[config.mk]
export PLATFORM = sky130hd
export DESIGN_NAME = ext_irq_grouper
export DESIGN_NICKNAME = d
export VERILOG_FILES = /design/src/rtl/extirq_pkg.sv /design/src/rtl/extirq_regif.sv /design/src/rtl/extirq_datapath.sv /design/src/rtl/ext_irq_grouper.sv
export SDC_FILE = /design/constraint.sdc
export NUM_CORES = 1
export LEC_CHECK = 0
export ABC_AREA = 1
export BUFFER_PORTS_ARGS = -buffer_cell sky130_fd_sc_hd__buf_2
export CORE_ASPECT_RATIO = 0.9
export CORE_MARGIN = 10
export CORE_UTILIZATION = 42
export CTS_BUF_LIST = sky130_fd_sc_hd__clkbuf_8
export DETAILED_ROUTE_END_ITERATION = 8
export PLACE_DENSITY = 0.64
export SLEW_MARGIN = 20
export SYNTH_ARGS = -nofsm -noshare
export SYNTH_HDL_FRONTEND = slang
export SYNTH_SLANG_ARGS = --single-unit
[constraint.sdc]
create_clock -name clk -period 1 [get_ports clk]
set_input_delay 0.15 -clock clk [delete_from_list [all_inputs] [get_ports clk]]
set_output_delay 0.15 -clock clk [all_outputs]
set_load 0.02 [all_outputs]
[src/rtl/extirq_pkg.sv]
package extirq_pkg;

  // Upper two bits of a trigger slot select the detection kind
  typedef enum logic [1:0] {
    TRIG_LEVEL = 2'b00,
    TRIG_FALL  = 2'b01,
    TRIG_RISE  = 2'b10,
    TRIG_BOTH  = 2'b11
  } trigKind_e;

  localparam int BUS_W = 32;

  // Strobes from the register decoder to the datapath
  typedef struct packed {
    logic             cfgWr;
    logic             maskWr;
    logic             pendClr;
    logic [BUS_W-1:0] data;
  } regStrobe_t;

endpackage

[src/rtl/extirq_regif.sv]
module extirq_regif
  import extirq_pkg::*;
#(
  parameter int NUM_LINES = 16,
  parameter int ADDR_W    = 4
) (
  input  logic                 busSel,
  input  logic                 busWrite,
  input  logic [ADDR_W-1:0]    busAddr,
  input  logic [BUS_W-1:0]     busWdata,
  input  logic [BUS_W-1:0]     cfgWord,
  input  logic [NUM_LINES-1:0] maskVec,
  input  logic [NUM_LINES-1:0] pendVec,
  output regStrobe_t           stb,
  output logic [BUS_W-1:0]     busRdata
);

  localparam logic [1:0] IDX_CFG  = 2'd0;
  localparam logic [1:0] IDX_MASK = 2'd1;
  localparam logic [1:0] IDX_PEND = 2'd2;

  logic [1:0] wordIdx;
  logic       doWrite;
  logic       doRead;

  assign wordIdx = busAddr[3:2];
  assign doWrite = busSel & busWrite;
  assign doRead  = busSel & ~busWrite;

  always_comb begin
    stb         = '0;
    stb.data    = busWdata;
    stb.cfgWr   = doWrite && (wordIdx == IDX_CFG);
    stb.maskWr  = doWrite && (wordIdx == IDX_MASK);
    stb.pendClr = doWrite && (wordIdx == IDX_PEND);
  end

  always_comb begin
    busRdata = '0;
    if (doRead) begin
      case (wordIdx)
        IDX_CFG:  busRdata = cfgWord;
        IDX_MASK: busRdata = BUS_W'(maskVec);
        IDX_PEND: busRdata = BUS_W'(pendVec);
        default:  busRdata = '0;
      endcase
    end
  end

  // a single access never reaches two registers
  always_comb begin
    a_r10_one_strobe : assert ($onehot0({stb.cfgWr, stb.maskWr, stb.pendClr}));
  end

endmodule

[src/rtl/extirq_datapath.sv]
module extirq_datapath
  import extirq_pkg::*;
#(
  parameter int NUM_LINES   = 16,
  parameter int SYNC_STAGES = 2,
  parameter int G0_LAST     = 3,
  parameter int G1_LAST     = 11
) (
  input  logic                   clk,
  input  logic                   rstN,
  input  logic [NUM_LINES-1:0]   pinIn,
  input  regStrobe_t             stb,
  output logic [NUM_LINES*2-1:0] cfgWord,
  output logic [NUM_LINES-1:0]   maskVec,
  output logic [NUM_LINES-1:0]   pendVec,
  output logic [2:0]             grpIrq
);

  localparam int NUM_PAIRS = NUM_LINES / 2;
  localparam int SLOT_W    = 4;
  localparam int MODE_W    = 3;

  // Input synchroniser
  logic [SYNC_STAGES-1:0][NUM_LINES-1:0] syncQ;
  logic [NUM_LINES-1:0] pinNow;
  logic [NUM_LINES-1:0] pinPrev;

  always_ff @(posedge clk or negedge rstN) begin
    if (!rstN) begin
      syncQ   <= '0;
      pinPrev <= '0;
    end else begin
      syncQ[0] <= pinIn;
      for (int s = 1; s < SYNC_STAGES; s++) syncQ[s] <= syncQ[s-1];
      pinPrev <= syncQ[SYNC_STAGES-1];
    end
  end

  assign pinNow = syncQ[SYNC_STAGES-1];

  // Trigger configuration, one slot per line pair
  logic [MODE_W-1:0] slotMode [NUM_PAIRS];

  always_ff @(posedge clk or negedge rstN) begin
    if (!rstN) begin
      for (int p = 0; p < NUM_PAIRS; p++) slotMode[p] <= '0;
    end else if (stb.cfgWr) begin
      for (int p = 0; p < NUM_PAIRS; p++)
        slotMode[p] <= stb.data[p*SLOT_W +: MODE_W];
    end
  end

  for (genvar p = 0; p < NUM_PAIRS; p++) begin : g_slot
    assign cfgWord[p*SLOT_W +: SLOT_W] = {1'b0, slotMode[p]};
  end

  // Per-line detection
  logic [NUM_LINES-1:0] setVec;

  for (genvar n = 0; n < NUM_LINES; n++) begin : g_line
    trigKind_e kind;
    logic      polHigh;
    logic      hit;
    assign kind    = trigKind_e'(slotMode[n/2][2:1]);
    assign polHigh = slotMode[n/2][0];
    always_comb begin
      case (kind)
        TRIG_LEVEL: hit = polHigh ? pinNow[n] : ~pinNow[n];
        TRIG_FALL:  hit = ~pinNow[n] & pinPrev[n];
        TRIG_RISE:  hit = pinNow[n] & ~pinPrev[n];
        default:    hit = pinNow[n] ^ pinPrev[n];
      endcase
    end
    assign setVec[n] = hit;
  end

  // Mask and pending
  logic [NUM_LINES-1:0] clrVec;
  assign clrVec = stb.pendClr ? stb.data[NUM_LINES-1:0] : '0;

  always_ff @(posedge clk or negedge rstN) begin
    if (!rstN) begin
      maskVec <= '1;
      pendVec <= '0;
    end else begin
      if (stb.maskWr) maskVec <= stb.data[NUM_LINES-1:0];
      pendVec <= (pendVec & ~clrVec) | setVec;
    end
  end

  // Grouping
  logic [NUM_LINES-1:0] activeVec;
  assign activeVec = pendVec & ~maskVec;
  assign grpIrq[0] = |activeVec[G0_LAST:0];
  assign grpIrq[1] = |activeVec[G1_LAST:G0_LAST+1];
  assign grpIrq[2] = |activeVec[NUM_LINES-1:G1_LAST+1];

  // a written one clears the bit unless a set arrives in that cycle
  a_r7_w1c_clears : assert property (@(posedge clk) disable iff (!rstN)
    stb.pendClr |=> ((pendVec & $past(stb.data[NUM_LINES-1:0] & ~setVec)) == '0));

  // without a clear, no pending bit falls
  a_r7_pend_sticky : assert property (@(posedge clk) disable iff (!rstN)
    !stb.pendClr |=> ((pendVec & $past(pendVec)) == $past(pendVec)));

  // a pending bit only rises when its line detected the condition
  a_r6_set_has_cause : assert property (@(posedge clk) disable iff (!rstN)
    ((pendVec & ~$past(pendVec) & ~$past(setVec)) == '0));

  // trigger word only moves on a write to it
  a_r2_cfg_stable : assert property (@(posedge clk) disable iff (!rstN)
    !stb.cfgWr |=> $stable(cfgWord));

  // with every line masked no group request is raised
  a_r9_all_masked_quiet : assert property (@(posedge clk) disable iff (!rstN)
    (maskVec == '1) |-> (grpIrq == 3'b000));

endmodule

[src/rtl/ext_irq_grouper.sv]
module ext_irq_grouper
  import extirq_pkg::*;
#(
  parameter int NUM_LINES   = 16,
  parameter int SYNC_STAGES = 2,
  parameter int G0_LAST     = 3,
  parameter int G1_LAST     = 11,
  parameter int ADDR_W      = 4
) (
  input  logic                 clk,
  input  logic                 rstN,
  input  logic [NUM_LINES-1:0] pinIn,
  input  logic                 busSel,
  input  logic                 busWrite,
  input  logic [ADDR_W-1:0]    busAddr,
  input  logic [31:0]          busWdata,
  output logic [31:0]          busRdata,
  output logic [2:0]           grpIrq
);

  localparam int CFG_W = NUM_LINES * 2;

  regStrobe_t           stb;
  logic [CFG_W-1:0]     cfgWord;
  logic [NUM_LINES-1:0] maskVec;
  logic [NUM_LINES-1:0] pendVec;

  extirq_regif #(
    .NUM_LINES (NUM_LINES),
    .ADDR_W    (ADDR_W)
  ) u_regif (
    .busSel   (busSel),
    .busWrite (busWrite),
    .busAddr  (busAddr),
    .busWdata (busWdata),
    .cfgWord  (BUS_W'(cfgWord)),
    .maskVec  (maskVec),
    .pendVec  (pendVec),
    .stb      (stb),
    .busRdata (busRdata)
  );

  extirq_datapath #(
    .NUM_LINES   (NUM_LINES),
    .SYNC_STAGES (SYNC_STAGES),
    .G0_LAST     (G0_LAST),
    .G1_LAST     (G1_LAST)
  ) u_dp (
    .clk     (clk),
    .rstN    (rstN),
    .pinIn   (pinIn),
    .stb     (stb),
    .cfgWord (cfgWord),
    .maskVec (maskVec),
    .pendVec (pendVec),
    .grpIrq  (grpIrq)
  );

  // all lines start masked
  a_r1_reset_masked : assert property (@(posedge clk)
    !rstN |=> (maskVec == '1) || rstN);

endmodule

Word level (Yosys, flattened, before mapping)
Cells that the tools add are included.

Register bits after elaboration: 104. Input port bits: 56. Output and inout bits: 35. Logic and storage cells: 169.

Equality and inequality tests: 18. Multiplexer cells: 35. Bitwise logic cells: 88. Reductions and logical operators: 15.

Operators with widths (count): 31-bit case mux with 3 select lines (1); 1-bit case mux with 3 select lines (16); 1-bit bitwise AND (34); 1-bit NOT (33); 16-bit bitwise AND (2); 32-bit 2-to-1 mux (1); 16-bit NOT (2); 2-bit by 1-bit == test with 1-bit output, second input constant (9); 2-bit == test, second input constant (9); 2-bit zero test (9); 1-bit 2-to-1 mux (16); 16-bit 2-to-1 mux (1); 16-bit bitwise OR (1); 1-bit XOR (16); 4-bit OR reduction (2); 8-bit OR reduction (1); 1-bit logical AND (3).

Longest topological paths before layout
Gate-level depths: netlist of run 1.

Depth after elaboration: 6. Mapped depth: 8. Depth with buffers taken out: 7.

Modules after synthesis
From an unflattened synthesis of run 1, not the netlist that was laid out.

Cells, all modules: 745. Area total of the unflattened synthesis: 5760.5 um^2.

By module, submodules not included: extirq_datapath (instances 1, cells each 564, area an instance 4845.9 um^2, sequential area each 2622.5 um^2); extirq_regif (instances 1, cells each 181, area an instance 914.6 um^2, sequential area each 0.0 um^2).

Least setup slack after synthesis of run 1
No wires, ideal clock.

Path type: input port to output port. From: input busSel. To: output busRdata[22]. Arrival time: 1.090 ns. Required time: 0.850 ns. Setup slack: -0.240 ns. Stages on the path: 5. Buffers on the path: 1. Cell sequence: inv_1 nor2_1 inv_1 buf_2 nor3_1.

Cells in the longest elaborated chain, start to end: 2.

RTL lines: from (decl) (line ext_irq_grouper.sv:13) `input logic busSel,`; 1-bit bitwise AND (line extirq_regif.sv:28) `assign doRead = busSel & ~busWrite;`; 32-bit 2-to-1 mux (line extirq_regif.sv:40) `if (doRead) begin`; to (decl) (line ext_irq_grouper.sv:17) `output logic [31:0] busRdata,`.

No other way between the ends.

Worst setup path in the final report of run 1
From: register u_dp.maskVec[11]. To: output grpIrq[1].

Cells in the longest elaborated chain, start to end: 3.

RTL lines: from (decl) (line extirq_datapath.sv:14) `output logic [NUM_LINES-1:0] maskVec,`; from (signal assigned) (line extirq_datapath.sv:86) `if (stb.maskWr) maskVec <= stb.data[NUM_LINES-1:0];`; 16-bit NOT (line extirq_datapath.sv:93) `assign activeVec = pendVec & ~maskVec;`; 16-bit bitwise AND (line extirq_datapath.sv:93); 8-bit OR reduction (line extirq_datapath.sv:95) `assign grpIrq[1] = |activeVec[G1_LAST:G0_LAST+1];`; to (decl) (line ext_irq_grouper.sv:18) `output logic [2:0] grpIrq`.

No other way between the ends.

==> results of run 1 <==
## how the worst max path moves through the flow
stage | slack, ns | depth (start not counted) | to
finish | -0.56 | 4 | grpIrq[1]
global route | -0.61 | 4 | grpIrq[1]
CTS | -0.57 | 3 | grpIrq[2]
detailed placement | -0.26 | 6 | busRdata[30]
global placement | -0.20 | 10 | busRdata[14]
floorplan | -0.02 | 5 | busRdata[24]
## flip-flops by register name, summed over array words and instances (netlist names)
name	count
u_dp.pendVec	16
u_dp.pinNow	16
u_dp.pinPrev	16
u_dp.syncQ	16
u_dp.cfgWord	24
u_dp.maskVec	16
## metal layers
metal	global-route usage (%)	routed length, um	vias to the layer above
met5	0	0	-
li1	-	-	2394
met4	4.58	164	0
met1	19.4	6320	2281
met2	28.4	7310	109
met3	4.14	731	16
## logic make-up (layout without fill, tap and decap cells)
| kind of cell | count (synthesis) | after routing | share of synthesized area, % |
|---|---|---|---|
| AOI/OAI and AO/OA | 46 | 46 | 5.18 |
| DFF | 104 | 104 | 49.4 |
| buffers and inverters | 121 | 309 | 9.75 |
| adders and majority gates | 32 | 32 | 7.54 |
| other | 1 | 5 | 0.0706 |
| and+or+nand+nor | 345 | 345 | 28.1 |
## power groups by stage
stage,combinational [mW],clock [mW],sequential (mW)
after global routing,3.40,2.91,5.23
after floorplan,1.37,0,5.15
after CTS,2.83,2.74,5.13
after detailed placement,2.40,0,5.18
final,3.06,2.66,5.16
after global placement,2.31,0,5.16
## metrics by stage
| step | setup WS, ns | hold slack (ns) |
|---|---|---|
| 2_1_floorplan | -0.0221 | -0.146 |
| 3_3_place_gp | -0.204 | 0.142 |
| 6_report | -0.560 | 0.0183 |
| 5_1_grt | -0.610 | 0.00235 |
| 3_5_place_dp | -0.262 | 0.141 |
| 4_1_cts | -0.567 | 0.000683 |
## cell usage in the layout (no fill, tap or decap), drive strengths merged
cell type    instances
dfstp               16
dfrtp               88
nor2                50
dlygate4sd3         29
clkinv               3
buf                162
o22ai                6
clkbuf               9
conb                 4
nand2              201
diode                1
a21oi               16
nand3b              18
nor3                12
ha                  32
o21ai               24
inv                106
nand3               64
## cell usage after synthesis
library cell,number,area [um^2]
sky130_fd_sc_hd__nand2_1,198,743
sky130_fd_sc_hd__nor2_1,47,176
sky130_fd_sc_hd__o22ai_1,6,37.5
sky130_fd_sc_hd__ha_1,32,400
sky130_fd_sc_hd__nand3_1,64,320
sky130_fd_sc_hd__a21oi_1,6,30.0
sky130_fd_sc_hd__buf_4,6,45.0
sky130_fd_sc_hd__nor2_4,3,33.8
sky130_fd_sc_hd__inv_1,100,375
sky130_fd_sc_hd__buf_6,4,45.0
sky130_fd_sc_hd__o21ai_0,16,80.1
sky130_fd_sc_hd__o21ai_1,8,40.0
sky130_fd_sc_hd__nor3_1,12,60.1
sky130_fd_sc_hd__nand2_2,2,12.5
sky130_fd_sc_hd__a21oi_2,10,87.6
sky130_fd_sc_hd__dfstp_2,16,420
sky130_fd_sc_hd__inv_2,2,7.51
sky130_fd_sc_hd__dfrtp_1,88,2200
sky130_fd_sc_hd__nand3b_1,18,135
sky130_fd_sc_hd__buf_2,9,45.0
sky130_fd_sc_hd__nand2_4,1,11.3
sky130_fd_sc_hd__conb_1,1,3.75
## critical path: stages, from the launching register on
cell and delay [ns]:
sky130_fd_sc_hd__dfstp_2 0.58, sky130_fd_sc_hd__o22ai_2 0.08, sky130_fd_sc_hd__nor2_1 0.13, sky130_fd_sc_hd__nand2_1 0.11, sky130_fd_sc_hd__buf_6 0.15
## layout make-up
cell class	count	area [um^2]	share of cell area (%)
flip-flops and latches	104	2630	33.7
repair buffers	191	1640	21.1
clock buffers	9	124	1.59
diodes	1	2.50	0.0321
multi-input cells	427	2730	35.0
clock inverters	7	81.3	1.04
inverters	102	383	4.91
well taps	160	200	2.57
## what timing repair did
action,4_1_cts,5_1_grt
buffers inserted,21,9
gates resized for setup,125,91
cloned,0,0
hold buffers,29,0
endpoints found under the setup margin,47,47
pin swaps,67,53
endpoints found under the hold margin,127,0
==> metrics.txt, run 1 <==
max-cap violation count=0; largest fanout on the critical path=3; DR DRC count=0; switching component of the power=3.72 mW; GRT Total Usage=16.2%; Gate power share=28.1%; power share of the clock group=24.4%; detailed router's first-iteration violation count=199; placed standard-cell area=6560 um^2; worst hold stages=3; share of the cycle needed by the critical path after routing=156%; clock transition time at the flip-flop clock pins of the worst setup and hold paths=0.12 ns; Clk Latency, worst-skew pair=about 0.38 ns; largest net degree at the start of global routing=67; initial antenna violation count=1; smallest setup slack after layout=-0.560 ns; number of failing setup endpoints in the final timing report=47; overall power=10.9 mW; Remaining Overflow, GRT=0; minimum clock period=around 1.6 ns; global-route wire length before repair=about 24,000 um; class of the most critical setup path=flop to primary output; FILL cells=989; ratio of routed vias to standard cells=4.80; top-level I/O count=91; Critical Path End Type=primary output; die area=17,600 um^2; setup clock skew after layout=0.0127 ns; origin of the worst min-delay path=busWdata[3]; num rows=38; final hold violations=0; total via count in the routed design=4,800; netlist area before placement=5310 um^2; part of the power in registers=47.4%; sw frac=34.2%; Synth Warn #=0; count of cells along the worst register-to-register path=6; Worst Hold Path EP=u_dp.maskVec[3]$_DFFE_PN1P_; violated checks=negative setup slack; Total Nets Final=923; startpoint of the worst setup timing path=u_dp.maskVec[11]$_DFFE_PN1P_; drt wl/cell=around 15 um; number of iterations in the first detailed-routing pass=4; RR Startpoint=u_dp.pinNow[6]$_DFF_PN0_; class of the most critical hold timing path=input port to flop; Cell Count Post-Placement=935; standard cell core area=12,200 um^2; register-to-register setup slack=-0.15 ns; antenna-violating nets left=0; CTS sink count=104; number of buffers between clock root and the deepest sink=2; startpoint type of the worst setup path=flop; routed wire length=14,500 um; die height=roughly 130 um; last weighted congestion value of the routability-driven placer=between 0.8 and 0.9; number of buffers created by CTS=9; clock root buffer=sky130_fd_sc_hd__clkbuf_8; Final Instance Area=around 7800 um^2; unique cell type count in the Yosys netlist=22; Static Leakage=4.01 nW; x dimension of the die=139 um; outcome=finished with violations; Cells after Synth=649; number of input and output port buffers inserted=80; arrival time at the worst endpoint=1.41 ns; effective utilization at floorplan=43.5%; worst ir drop on vdd=~0.94 mV; share of final-layout standard cells stronger than drive strength 1=44.4%; peak clock frequency supported by timing=between 0.6 and 0.7 GHz; post-synthesis sequential area ratio=49.4%; non-filler instance count after layout=1,001; total count of max-transition violations in the final report=0; Layout area overhead=46.7%; worst reg2reg path endpoint=u_dp.pendVec[6]$_DFF_PN0_; total of flip-flops plus latches after synthesis=around 100; CP required=about 0.85 ns; syn avg cell area=8.19 um^2; unrepaired setup endpoints after global routing=yes; setup total negative slack=-11.87 ns; # H-tree levels=3; pwr dens=~1400 nW/um^2; internal power=7.16 mW; number of global-route vias before repair=5,006; HPWL after detailed placement=10,100 um; TritonCTS clock tree=yes; utilization after layout=63.8%
Power figures use the tool's default switching activity.
==> run 2, diff against run 1 <==
--- a/config.mk
+++ b/config.mk
@@ -11,9 +11,10 @@
 export CORE_MARGIN = 10
 export CORE_UTILIZATION = 42
 export CTS_BUF_LIST = sky130_fd_sc_hd__clkbuf_8
+export CTS_CLUSTER_SIZE = 12
 export DETAILED_ROUTE_END_ITERATION = 8
-export PLACE_DENSITY = 0.64
 export SLEW_MARGIN = 20
 export SYNTH_ARGS = -nofsm -noshare
 export SYNTH_HDL_FRONTEND = slang
+export SYNTH_HIERARCHICAL = 1
 export SYNTH_SLANG_ARGS = --single-unit
==> run 2 against run 1 <==
- the flow still finishes with violations (negative setup slack)
- via count is 11% higher
- clock skew is 0.0084 ns lower
- synthesized cell count is 14% higher
- clock power is 5% higher
- first-iteration DRC count is 26% higher
- setup slack worse by 0.036 ns
- design area is 7.6% higher
- combinational power is 15% higher
- non-clock buffer count is 33 higher
- critical path type unchanged
- largest cell class unchanged
==> metrics.txt, run 2 <==
startpoint type of the worst setup path=flop; power share of the clock group=24.2% (-0.2 points); CP required=0.85 ns (about the same); FILL cells=1,114 (+13%); origin of the worst min-delay path=busWdata[13]; standard cell core area=13,400 um^2 (+9.4%); switching component of the power=3.90 mW (+4.6%); die height=131 um (+3.3%); global-route wire length before repair=26,100 um (+9.6%); arrival time at the worst endpoint=1.45 ns (+0.04 ns); netlist area before placement=5730 um^2 (+7.9%); HPWL after detailed placement=10,700 um (+6.6%); Total Nets Final=1,014 (+9.9%); antenna-violating nets left=0 (unchanged); Static Leakage=4.19 nW (+4.3%); GRT Total Usage=17.4% (+1.1 points); class of the most critical setup path=flop to primary output; initial antenna violation count=0 (-1); effective utilization at floorplan=42.9% (-0.59 points); Final Instance Area=8380 um^2 (+7.6%); clock transition time at the flip-flop clock pins of the worst setup and hold paths=0.10 ns (-0.02 ns); startpoint of the worst setup timing path=u_dp/maskVec[11]$_DFFE_PN1P_; drt wl/cell=14.7 um (+1.6%); most common library cell in the layout ignoring fill and taps=sky130_fd_sc_hd__nand2_1; TritonCTS clock tree=yes; largest fanout on the critical path=2 (-1); num rows=40 (+5.3%); Layout area overhead=46.3%; number of failing setup endpoints in the final timing report=47 (unchanged); Synth Warn #=6 (+6); unrepaired setup endpoints after global routing=yes; die area=18,700 um^2 (+6.7%); violated checks=negative setup slack; minimum clock period=1.60 ns (+0.0361 ns); smallest setup slack after layout=-0.596 ns (-0.0361 ns); top-level I/O count=91 (unchanged); Cells after Synth=741 (+14%); share of final-layout standard cells stronger than drive strength 1=45.1% (+0.71 points); CTS sink count=104 (unchanged); outcome=finished with violations; placed standard-cell area=6540 um^2 (-0.21%); peak clock frequency supported by timing=0.626 GHz (-2.3%); number of iterations in the first detailed-routing pass=5 (+1); Gate power share=30.5% (+2.4 points); number of global-route vias before repair=5,444 (+8.7%); pwr dens=1370 nW/um^2 (-1.6%); sw frac=33.8% (-0.39 points); ratio of routed vias to standard cells=4.84 (+0.99%); total count of max-transition violations in the final report=0 (unchanged); most frequent cells in the layout=sky130_fd_sc_hd__nand2_1, sky130_fd_sc_hd__buf_4, sky130_fd_sc_hd__dfrtp_1, sky130_fd_sc_hd__inv_1, sky130_fd_sc_hd__nand3_1; number of buffers created by CTS=9 (unchanged); syn avg cell area=7.73 um^2 (-5.5%); # H-tree levels=3 (unchanged); number of input and output port buffers inserted=80 (unchanged); clock root buffer=sky130_fd_sc_hd__clkbuf_8; Worst Hold Slack=0.0217 ns (+0.00336 ns); Critical Path End Type=primary output; RR Startpoint=u_dp/cfgWord[21]$_DFFE_PN0P_; Remaining Overflow, GRT=0 (unchanged); DR DRC count=0 (unchanged); setup clock skew after layout=0.00425 ns (-0.00842 ns); detailed router's first-iteration violation count=250 (+26%); routed wire length=16,200 um (+12%); Clk Latency, worst-skew pair=0.39 ns (about the same); count of inserted antenna diode cells=0 (-1); part of the power in registers=45.3% (-2.1 points); worst ir drop on vdd=1.05 mV (+11%); x dimension of the die=143 um (+3.3%); overall power=11.5 mW (+5.8%); last weighted congestion value of the routability-driven placer=0.851 (+3.1%); max-cap violation count=0 (unchanged); share of the cycle needed by the critical path after routing=160% (+3.6 points); largest net degree at the start of global routing=37 (-45%); class of the most critical hold timing path=input port to flop; total via count in the routed design=5,322 (+11%); internal power=7.62 mW (+6.5%); number of buffers between clock root and the deepest sink=2 (unchanged); flip-flop count of the largest register, all copies and words added=24 (unchanged); final hold violations=0 (unchanged)
-- run 2: worst paths after layout --
check                                               endpoint  slack (ns)  depth (start not counted)
min in group asynchronous            u_dp/syncQ[0]$_DFF_PN0_        0.15                          2
worst max-delay path                               grpIrq[1]       -0.60                          6
worst min register to register      u_dp/pinNow[7]$_DFF_PN0_        0.36                          0
worst max register to register    u_dp/pendVec[10]$_DFF_PN0_       -0.11                          6
worst min-delay path            u_dp/maskVec[13]$_DFFE_PN1P_        0.02                          3
max in group asynchronous       u_dp/cfgWord[25]$_DFFE_PN0P_        0.32                          3
-- run 2: power groups by stage --
| stage | combinational [mW] | sequential, mW | clock (mW) |
|---|---|---|---|
| detailed placement | 2.34 | 5.31 | 0 |
| global placement | 2.29 | 5.29 | 0 |
| floorplan | 1.46 | 5.25 | 0 |
| global route | 3.89 | 5.28 | 3.06 |
| finish | 3.51 | 5.22 | 2.79 |
| CTS | 3.05 | 5.20 | 2.89 |
-- run 2: layer usage --
metal  GRT usage (%)  wire [um]
met1            20.6       6960
met2            30.5       8160
met3            4.62        899
met4            4.97        195
met5               0          0
-- run 2: layout make-up --
type                    instances  area [um^2]  area share (%)
repair buffers                224         1910            22.7
clock inverters                 6         67.6           0.806
inverters                     140          543            6.48
well taps                     168          210            2.51
flip-flops and latches        104         2630            31.4
clock buffers                  10          138            1.64
multi-input cells             447         2890            34.5
-- run 2: what timing repair did --
item,CTS,global route
setup buffers,30,19
hold buffers,41,0
gates resized for setup,160,106
endpoints found under the hold margin,131,0
pin swaps,98,58
setup endpoints to repair,47,49
-- run 2: worst max-delay path, stage by stage (launching register included) --
cell                      delay, ns
sky130_fd_sc_hd__dfstp_2       0.55
sky130_fd_sc_hd__inv_2         0.04
sky130_fd_sc_hd__nand2_2       0.05
sky130_fd_sc_hd__nand2_1       0.06
sky130_fd_sc_hd__nor2_2        0.14
sky130_fd_sc_hd__nand2_2       0.08
sky130_fd_sc_hd__buf_6         0.13
-- run 2: stage by stage --
step | worst slack (ns) | util [%] | std cells | TNS [ns]
2_1_floorplan | -0.153 | - | 748 | -5.96
3_3_place_gp | -0.248 | 49.0 | 997 | -17.19
3_5_place_dp | -0.279 | 49.0 | 997 | -18.93
4_1_cts | -0.617 | 59.4 | 1084 | -13.18
5_1_grt | -0.661 | 62.7 | 1099 | -15.70
6_report | -0.596 | 62.7 | 1099 | -12.81
